### config.mk
export PLATFORM = sky130hd
export DESIGN_NAME = brc_top
export DESIGN_NICKNAME = d
export VERILOG_FILES = /design/src/rtl/brc_pkg.sv /design/src/rtl/brc_unit_counter.sv /design/src/rtl/brc_release_policy.sv /design/src/rtl/brc_top.sv
export SDC_FILE = /design/constraint.sdc
export NUM_CORES = 1
export LEC_CHECK = 0
export CORE_MARGIN = 2
export CORE_UTILIZATION = 52
export DETAILED_ROUTE_END_ITERATION = 16
export PLACE_DENSITY = 0.78
export SLEW_MARGIN = 5
export SYNTH_ARGS = -nofsm -noshare
export SYNTH_HDL_FRONTEND = slang
export SYNTH_SLANG_ARGS = --single-unit
### constraint.sdc
create_clock -name clk -period 2.11 [get_ports clk]
set_input_delay 0.5275 -clock clk [delete_from_list [all_inputs] [get_ports clk]]
set_output_delay 0.5275 -clock clk [all_outputs]
set_load 0.005 [all_outputs]
### src/rtl/brc_pkg.sv
package brc_pkg;

    typedef enum logic [1:0] {
        ST_OFF  = 2'd0,
        ST_IDLE = 2'd1,
        ST_BUSY = 2'd2
    } own_state_e;

    typedef struct packed {
        own_state_e st;
        logic       start;
        logic       lock;
        logic       lend;
        logic       xfer;
        logic       grp_locked;
        logic       pend;
    } ctl_regs_t;

    localparam ctl_regs_t CTL_RESET = '{
        st:         ST_OFF,
        start:      1'b0,
        lock:       1'b0,
        lend:       1'b0,
        xfer:       1'b0,
        grp_locked: 1'b0,
        pend:       1'b0
    };

endpackage

### src/rtl/brc_unit_counter.sv
module brc_unit_counter #(
    parameter int CNT_W = 4
) (
    input  logic             clk,
    input  logic             rst_n,
    input  logic             load_i,
    input  logic [CNT_W-1:0] count_i,
    input  logic             dec_i,
    output logic             none_left_o,
    output logic             one_left_o
);
    localparam logic [CNT_W-1:0] ONE = CNT_W'(1);

    logic [CNT_W-1:0] rem_d, rem_q;

    always_comb begin
        rem_d = rem_q;
        if (load_i) begin
            rem_d = (count_i == '0) ? '0 : count_i - ONE;
        end else if (dec_i) begin
            rem_d = rem_q - ONE;
        end
    end

    always_ff @(posedge clk) begin
        if (!rst_n) begin
            rem_q <= '0;
        end else begin
            rem_q <= rem_d;
        end
    end

    assign none_left_o = (rem_q == '0);
    assign one_left_o  = (rem_q == ONE);

    // an advance is only requested while cycles remain
    a_r11_no_underflow: assert property (@(posedge clk) disable iff (!rst_n)
        (dec_i && !load_i) |-> (rem_q != '0));

endmodule

### src/rtl/brc_release_policy.sv
module brc_release_policy (
    input  logic ack_done_i,
    input  logic grant_i,
    input  logic yield_now_i,
    input  logic unit_last_i,
    output logic release_o,
    output logic split_o
);
    logic gone;

    always_comb begin
        gone      = ack_done_i && !grant_i;
        release_o = gone && (yield_now_i || unit_last_i);
        split_o   = gone && yield_now_i && !unit_last_i;
    end

endmodule

### src/rtl/brc_top.sv
module brc_top #(
    parameter int CNT_W = 4
) (
    input  logic             clk,
    input  logic             rst_n,
    input  logic             grant_i,
    input  logic             yield_now_i,
    input  logic             cmd_valid_i,
    input  logic             cmd_lock_i,
    input  logic [CNT_W-1:0] cmd_count_i,
    output logic             cmd_ready_o,
    input  logic             ack_i,
    input  logic             retry_i,
    output logic             start_o,
    output logic             lock_o,
    output logic             lock_end_o,
    output logic             tenure_o
);
    import brc_pkg::*;

    localparam logic [CNT_W-1:0] ONE = CNT_W'(1);

    ctl_regs_t r_q, r_d;

    logic cnt_load, cnt_dec, cnt_none, cnt_one;
    logic ack_done, unit_last, rel, split;
    logic accept, resume;

    brc_unit_counter #(.CNT_W(CNT_W)) u_cnt (
        .clk         (clk),
        .rst_n       (rst_n),
        .load_i      (cnt_load),
        .count_i     (cmd_count_i),
        .dec_i       (cnt_dec),
        .none_left_o (cnt_none),
        .one_left_o  (cnt_one)
    );

    assign ack_done  = (r_q.st == ST_BUSY) && ack_i && !retry_i;
    assign unit_last = !r_q.grp_locked || cnt_none;

    brc_release_policy u_pol (
        .ack_done_i  (ack_done),
        .grant_i     (grant_i),
        .yield_now_i (yield_now_i),
        .unit_last_i (unit_last),
        .release_o   (rel),
        .split_o     (split)
    );

    assign cmd_ready_o = (r_q.st == ST_IDLE) && grant_i && !r_q.pend;
    assign accept      = cmd_ready_o && cmd_valid_i;
    assign resume      = (r_q.st == ST_IDLE) && grant_i && r_q.pend;

    always_comb begin
        r_d      = r_q;
        r_d.start = 1'b0;
        r_d.xfer  = 1'b0;
        cnt_load = 1'b0;
        cnt_dec  = 1'b0;
        unique case (r_q.st)
            ST_OFF: begin
                if (grant_i) begin
                    r_d.st = ST_IDLE;
                end
            end
            ST_IDLE: begin
                if (!grant_i) begin
                    r_d.st   = ST_OFF;
                    r_d.xfer = 1'b1;
                end else if (resume) begin
                    r_d.st    = ST_BUSY;
                    r_d.start = 1'b1;
                    r_d.lock  = 1'b1;
                    r_d.lend  = cnt_one;
                    r_d.pend  = 1'b0;
                    cnt_dec   = 1'b1;
                end else if (accept) begin
                    r_d.st         = ST_BUSY;
                    r_d.start      = 1'b1;
                    r_d.lock       = cmd_lock_i;
                    r_d.lend       = cmd_lock_i && (cmd_count_i <= ONE);
                    r_d.grp_locked = cmd_lock_i;
                    cnt_load       = 1'b1;
                end
            end
            ST_BUSY: begin
                if (retry_i) begin
                    r_d.start = 1'b1;
                end else if (ack_i) begin
                    if (rel) begin
                        r_d.st   = ST_OFF;
                        r_d.xfer = 1'b1;
                        r_d.lock = 1'b0;
                        r_d.lend = 1'b0;
                        r_d.pend = split;
                    end else if (!unit_last) begin
                        r_d.start = 1'b1;
                        r_d.lock  = 1'b1;
                        r_d.lend  = cnt_one;
                        cnt_dec   = 1'b1;
                    end else begin
                        r_d.st   = ST_IDLE;
                        r_d.lock = 1'b0;
                        r_d.lend = 1'b0;
                    end
                end
            end
            default: r_d = CTL_RESET;
        endcase
    end

    always_ff @(posedge clk) begin
        if (!rst_n) begin
            r_q <= CTL_RESET;
        end else begin
            r_q <= r_d;
        end
    end

    assign start_o    = r_q.start;
    assign lock_o     = r_q.lock;
    assign lock_end_o = r_q.lend;
    assign tenure_o   = r_q.xfer;

    // lock rises only with a start strobe
    a_r2_lock_with_start: assert property (@(posedge clk) disable iff (!rst_n)
        $rose(lock_o) |-> start_o);

    // lock-end never outside lock
    a_r2_end_inside_lock: assert property (@(posedge clk) disable iff (!rst_n)
        lock_end_o |-> lock_o);

    // lock held while a locked cycle waits
    a_r3_hold_in_wait: assert property (@(posedge clk) disable iff (!rst_n)
        (r_q.st == ST_BUSY && lock_o && !ack_i) |=> lock_o);

    // a retry restarts the same cycle with unchanged lock state
    a_r4_retry_reissue: assert property (@(posedge clk) disable iff (!rst_n)
        (r_q.st == ST_BUSY && retry_i) |=> (start_o && $stable(lock_o) && $stable(lock_end_o)));

    // a retry never hands the bus off
    a_r12_retry_keeps_bus: assert property (@(posedge clk) disable iff (!rst_n)
        (r_q.st == ST_BUSY && retry_i) |=> !tenure_o);

    // hand-off is a single pulse
    a_r8_single_pulse: assert property (@(posedge clk) disable iff (!rst_n)
        tenure_o |=> !tenure_o);

    // hand-off only after a low grant, with lock dropped
    a_r8_after_low_grant: assert property (@(posedge clk) disable iff (!rst_n)
        tenure_o |-> (!$past(grant_i) && !lock_o));

    // silent while released
    a_r9_quiet_released: assert property (@(posedge clk) disable iff (!rst_n)
        (r_q.st == ST_OFF) |-> (!start_o && !cmd_ready_o));

endmodule

# --- Yosys cells after proc, flatten, opt, wreduce, memory -nomap -nowiden ---
# Cells that the tools add are included.
totals:
  reg_bits: 12
  out_inout_bits: 5
classes:
  add_sub_neg: 2
  n_lt_le_gt_ge: 1
  n_eq_ne: 14
  mux: 40
  n_bitwise: 2
  reduce_logical: 27
ops:
  columns: ["op", "n"]
  rows:
  - ["$mux W1", 19]
  - ["$mux W2", 8]
  - ["$ne A2 B2 Y1 const B", 8]
  - ["$mux W4", 3]
  - ["$pmux W4 S3", 1]
  - ["$logic_and A1 B1 Y1", 11]
  - ["$mux W5", 2]
  - ["$reduce_and A5 Y1", 2]
  - ["$logic_not A4 Y1", 2]
  - ["$sub A4 B1 Y4 const B", 2]
  - ["$mux W3", 2]
  - ["$mux W6", 1]
  - ["$pmux W2 S3", 1]
  - ["$reduce_and A6 Y1", 1]
  - ["$logic_not A1 Y1", 5]
  - ["$eq A4 B1 Y1 const B", 1]
  - ["$le A4 B1 Y1 const B", 1]
  - ["$ne A4 B4 Y1 const B", 1]
  - ["$pmux W1 S2", 2]
  - ["$reduce_and A4 Y1", 1]
  - ["$ne A3 B2 Y1 const B", 1]
  - ["$ne A3 B3 Y1 const B", 1]
  - ["$pmux W1 S3", 1]
  - ["$eq A2 B1 Y1 const B", 1]
  - ["6 further kinds", 8]

# --- Logic depth before layout (Yosys ltp) ---
# Gate-level depths: netlist of run 1.
depth:
  ltp_word: 11
  mapped_depth: 7
  mapped_depth_nobuf: 6

# --- By module ---
# Synthesis of run 1 repeated with hierarchy kept, for this count alone.
hier_totals:
  hier_cells: 103
  hier_area_um2: 905.9
modules_own_cells:
  columns: ["mod", "n_inst", "cells_per_inst", "area_per_inst_um2", "seq_area_each_um2"]
  rows:
  - ["brc_top", 1, 67, 604.3, 160.2]
  - ["brc_unit_counter", 1, 33, 277.8, 80.1]
  - ["brc_release_policy", 1, 3, 23.8, 0.0]

# --- Worst setup path after synthesis of run 1 ---
# OpenSTA, ideal clock, no wires.
synth_timing:
  kind: "register to register"
  from: "register r_q[7] in the netlist's numbering"
  to: "register r_q[0] in the netlist's numbering"
  t_arrival_ns: 1.666
  required_ns: 2.040
  slack_ns: 0.374
  path_stages_with_launch: 7
  n_path_buf: 0
  period_less_slack_ns: 1.736
  path_cell_list: "dfxtp_1 inv_1 ha_1 nor2b_1 a211o_1 or4b_1 a21oi_1"
synth_between:
  elab_chain_cells: 10
  word_cells_on_any_way: 22
  classes_between: "eq/ne (7); mux (4); bitwise (1); reduce/logical (10)"
synth_rtl:
  columns: ["element", "line_no", "source"]
  rows:
  - ["from (decl)", "brc_top.sv:23", "ctl_regs_t r_q, r_d;"]
  - ["from (signal assigned)", "brc_top.sv:117", "r_q <= r_d;"]
  - ["$eq A2 B2 Y1", "brc_top.sv:39, brc_top.sv:61", null]
  - ["$logic_and A1 B1 Y1 (2 in a row)", "brc_top.sv:39", "assign ack_done = (r_q.st == ST_BUSY) && ack_i && !retry_i;"]
  - ["$logic_and A1 B1 Y1", "brc_release_policy.sv:12", "gone = ack_done_i && !grant_i;"]
  - ["$logic_and A1 B1 Y1 (2 in a row)", "brc_release_policy.sv:14", "split_o = gone && yield_now_i && !unit_last_i;"]
  - ["$mux W1", "brc_top.sv:91", "if (rel) begin"]
  - ["$mux W1", "brc_top.sv:90", "end else if (ack_i) begin"]
  - ["$mux W1", "brc_top.sv:88", "if (retry_i) begin"]
  - ["$pmux W1 S3", "brc_top.sv:61", "unique case (r_q.st)"]
# Several ways; a longest one is shown, not always the timed one. The select of a mux whose other input is x is not followed.
# A chain may end at the register's enable or synchronous reset.

# --- Final worst setup path of run 1 ---
layout_timing:
  from: "input port ack_i"
  to: "register r_q[0] in the netlist's numbering"
layout_between:
  elab_chain_cells: 9
  word_cells_on_any_way: 13
  classes_between: "eq/ne (2); mux (4); reduce/logical (7)"
layout_rtl:
  columns: ["element", "line_no", "source"]
  rows:
  - ["from (decl)", "brc_top.sv:12", "input logic ack_i,"]
  - ["$logic_and A1 B1 Y1 (2 in a row)", "brc_top.sv:39", null]
  - ["$logic_and A1 B1 Y1", "brc_release_policy.sv:12", null]
  - ["$logic_and A1 B1 Y1 (2 in a row)", "brc_release_policy.sv:14", null]
  - ["$mux W1", "brc_top.sv:91", null]
  - ["$mux W1", "brc_top.sv:90", null]
  - ["$mux W1", "brc_top.sv:88", null]
  - ["$pmux W1 S3", "brc_top.sv:61", null]
# Several ways; a longest one is shown, not always the timed one. The select of a mux whose other input is x is not followed.

==> run metrics, run 1 <==
hold path cells=2; htree depth=1; crit share post-route=0.981; Core Region=1900 µm²; Layout Cells excl Fill=192; Post-CTS Setup Inserts=0; Synth top area share=0.234; number of port buffers=16; CTS Buf Count=3; synth warn=0; Worst-Skew Late Latency=0.28 ns; Crit-path slowest cell=clkdlybuf4s50_1; Synth async-reset ratio=0; grt total ovfl=0; antenna violations before repair=0; Post-DRT Antenna Nets=0; Die Height=48.4 µm; maximum vdd drop=0.000586 V; Post-synth EDFFs=0; Largest stage delay, worst path=0.59 ns; Final nets=184; Clock Path Buffers=2; Synth Register Bits=12; Max FO, Critical Path=5; final setup violating endpoints=0; CTS tree=built; Fmax=0.483 GHz; via count=1148; CP required=2.33 ns; synthesized instance count=128; 1st-iter DRT viols=39; skew final=0.00590 ns; Leak=0.570 nW; site row count=16; Post-DP HPWL=2240 µm; drt wl/cell=15.0 µm; Worst setup EP type=flip-flop; dpl cells=188; drt total wl=2870 µm; routability cong.=0.937; Startpoint Class=input pin; crit path cell chain=clkdlybuf4s50_1 > and4bb_4 > and4b_1 > or4b_1 > a21oi_1; Slew Viols, Final=0; clk root buf=clkbuf_4; # IOs=17; area leader, netlist=dfxtp_1; largest net degree at the start of global routing=11; Die ar.=2350 µm²; cells on worst reg2reg path=6; Layout area overhead=38.0%; status=complete, no violations; Initial Utilization=0.540; layout cells sized above 1=0.230; drt first pass iters=5; most frequent cells after synthesis=dfxtp_1, nand2_1, inv_1, a21oi_1; Sinks on Clock Net=12; Via density=5.98; Worst Hold Margin=0.483 ns; vias in the first global route=1105; PnR worst setup slack=0.0391 ns; Mapped Area=1030 µm²; Seq/Total Area, Yosys=0.234; final hold vios=0; Min-Delay Path Class=reg2reg; synth top area cells=dfxtp_1, ha_1, a21oi_1; Yosys cell types=44; power density over cell area=547 nW/µm²; Critical Path AT=2.29 ns; Mean Syn Cell Area=8.03 µm²; max_slew headroom=0.739; Worst-path clk slew=0.08 ns; Area after DPL=1360 µm²; worst slew pin tran=0.392 ns; Tmin final=2.07 ns; pre-CTS WS=-0.234 ns; Total GRT Usage=0.260; critical path class=in2reg; Post-Layout Inst Area=1420 µm²; chip width=48.4 µm; RSZ-0062 raised after global routing=no; first-pass GRT wire length=4850 µm; ANT cells=0; final total power=0.000776 W; post-synth net total=146; # DRC=0; predominant post-synthesis flop cell=dfxtp_1; # Max-Cap Violations=0
cell usage in the layout (no fill, tap or decap), types with 6 or more instances in the layout:
master and n:
a21oi_1 9, buf_4 23, clkdlybuf4s50_1 14, dfxtp_1 10
inv_1 9, nand2_1 12, nor2_1 6
metrics by stage:
stage	util	TNS, ns
2_1_floorplan	-	0
3_3_place_gp	0.716	-1.03
3_5_place_dp	0.716	-1.23
4_1_cts	0.742	0
5_1_grt	0.745	0
6_report	0.745	0
routing by layer:
metal | global-route usage | share of wire
met1 | 0.312 | 0.44
met2 | 0.465 | 0.49
met3 | 0.0525 | 0.047
met4 | 0.0857 | 0.026
met5 | 0 | 0
final timing paths:
kind / to / slack (ns) / start
min: lock_o / 0.48 / lock_o
min reg2reg: lock_o / 0.48 / lock_o
max: r_q[0] / 0.04 / ack_i
max reg2reg: r_q[0] / 0.11 / r_q[6]
cell type report:
cell class	instances	area, µm²
sequential	12	243
clock buffer	4	36.3
tap	27	33.8
fill	139	484
inverter	10	37.5
timing repair buffer	39	334
multi-input combinational	100	733
worst max-delay path: cells and delay by family:
kind	cells	cell delay, ns
AO/OA/AOI/OAI	1	0.17
AND/OR/NAND/NOR	3	1.00
buffers and inverters	1	0.59
power breakdown:
group	switching, W	internal [W]
clock network	0.0000844	0.000105
logic	0.000163	0.000164
registers	0.0000173	0.000242
total	0.000265	0.000511
sequential cells by signal (all words and copies together) (netlist names):
signal and count:
r_q 4, u_cnt.rem_q 4, lock_end_o 1, lock_o 1
start_o 1, tenure_o 1
kinds of logic after synthesis:
| family | share of synthesized area |
|---|---|
| fa+ha+maj | 0.0731 |
| flops | 0.234 |
| mux | 0.0195 |
| simple gates | 0.312 |
| buf+inv | 0.0670 |
| compound gates | 0.295 |
timing repair:
item | in CTS | in global routing
setup endpoints to repair | 1 | 5
gates resized for setup | 5 | 3
hold buffers | 0 | 0
Note: power is estimated with default switching activity, not from simulation.
==> run 2: changes to the inputs <==
Settings changed: CORE_ASPECT_RATIO set to 1.4, GPL_ROUTABILITY_DRIVEN set to 1, TNS_END_PERCENT set to 10.
==> run metrics, run 2 (synthesized netlist as in run 1, its figures left out) <==
status=complete, no violations; crit share post-route=0.967; most frequent cells in the layout=buf_4, clkdlybuf4s50_1, nand2_1; drt total wl=2970 µm; RSZ-0062 raised after global routing=yes; grt total ovfl=0; Core Region=1930 µm²; PnR worst setup slack=0.0698 ns; cells on worst reg2reg path=6; # Max-Cap Violations=0; hold path startpoint=lock_o; Layout area overhead=39.1%; Leak=0.564 nW; power density over cell area=565 nW/µm²; Startpoint Class=flip-flop; Post-CTS Setup Inserts=0; Fmax=0.490 GHz; Final nets=185; sequential group share of total power=0.321; CTS tree=built; 1st-iter DRT viols=40; hold path cells=2; Worst-Skew Late Latency=0.28 ns; # DRC=0; Setup TNS=0 ns; Die Height=56.6 µm; max_slew headroom=0.728; r2r startpoint=u_cnt.rem_q[0]; Min-Delay Path Class=reg2reg; htree depth=1; vias in the first global route=1186; Initial Utilization=0.533; chip width=41.6 µm; first-pass GRT wire length=4930 µm; reg-to-reg slack, setup=0.17 ns; Die ar.=2350 µm²; Pint=0.000526 W; pre-CTS WS=-0.207 ns; Clock Path Buffers=2; CP required=1.58 ns; WHS Endpoint=lock_o; Clk pwr share=0.238; CTS Buf Count=3; Max FO, Critical Path=4; commonest non-fill, non-tap cell in the layout=buf_4; Layout Cells excl Fill=187; critical path class=reg2out; Tmin final=2.04 ns; # IOs=17; Worst Hold Margin=0.480 ns; skew final=0.00802 ns; Total GRT Usage=0.270; clk root buf=clkbuf_4; ANT cells=0; largest net degree at the start of global routing=11; drt wl/cell=15.9 µm; maximum vdd drop=0.000445 V; site row count=19; Net Switching=0.000282 W; Critical Path AT=1.51 ns; worst slew pin tran=0.402 ns; final setup violating endpoints=0; final hold vios=0; via count=1178; routability cong.=0.879; layout cells sized above 1=0.235; Sw Ratio=0.349; Post-DP HPWL=2330 µm; Slew Viols, Final=0; Comb power frac=0.441; Via density=6.30; dpl cells=183; top flop regs=r_q (4), u_cnt.rem_q (4); drt first pass iters=4; worst r2r dst=u_cnt.rem_q[3]; Sinks on Clock Net=12; Post-DRT Antenna Nets=0; Worst setup EP type=primary output; Worst-path clk slew=0.08 ns; antenna violations before repair=0; number of port buffers=16
## run 2: power groups by stage
stage,sequential [W],combinational [W],clock [W]
global placement,0.000259,0.000330,0
detailed placement,0.000260,0.000341,0
finish,0.000259,0.000356,0.000192
global route,0.000261,0.000384,0.000207
floorplan,0.000256,0.000189,0
CTS,0.000259,0.000348,0.000194
## run 2: how the worst max path moves through the flow
stage                 start              to  slack, ns  cells after the start
finish               r_q[7]     cmd_ready_o       0.07                      5
global route         r_q[7]     cmd_ready_o      -0.01                      5
CTS                  r_q[7]     cmd_ready_o       0.01                      5
detailed placement  grant_i  u_cnt.rem_q[3]      -0.21                      6
global placement    grant_i     cmd_ready_o      -0.15                      4
floorplan            r_q[7]          r_q[0]       0.37                      6
## run 2: layer usage
metal | track usage | vias up | wire [µm]
li1 | - | 571 | -
met1 | 0.272 | 561 | 1130
met2 | 0.496 | 38 | 1630
met3 | 0.0450 | 8 | 111
met4 | 0.175 | 0 | 93
met5 | 0 | - | 0
## run 2: final cells by class
| cell class | count | area [µm²] |
|---|---|---|
| multi-input combinational | 100 | 734 |
| fill | 151 | 497 |
| timing repair buffer | 40 | 352 |
| sequential | 12 | 243 |
| inverter | 10 | 37.5 |
| clock buffer | 4 | 36.3 |
| tap | 21 | 26.3 |
## run 2: stage by stage
stage	instance area [µm²]	power, W	util
finish	1430	0.000808	0.742
global route	1430	0.000852	0.742
CTS	1420	0.000800	0.739
floorplan	1030	0.000445	-
detailed placement	1380	0.000601	0.714
global placement	1380	0.000588	0.714
## run 2: critical path, cell delays in order, from the launching register on
cell             delay (ns)
dfxtp_2                0.35
inv_2                  0.08
ha_4                   0.15
nand3b_1               0.10
inv_1                  0.07
clkdlybuf4s50_1        0.49
## run 2: repair_timing
item / CTS / global route
resized for setup: 4 / 4
setup endpoints to repair: 1 / 5
hold buffers: 0 / 0
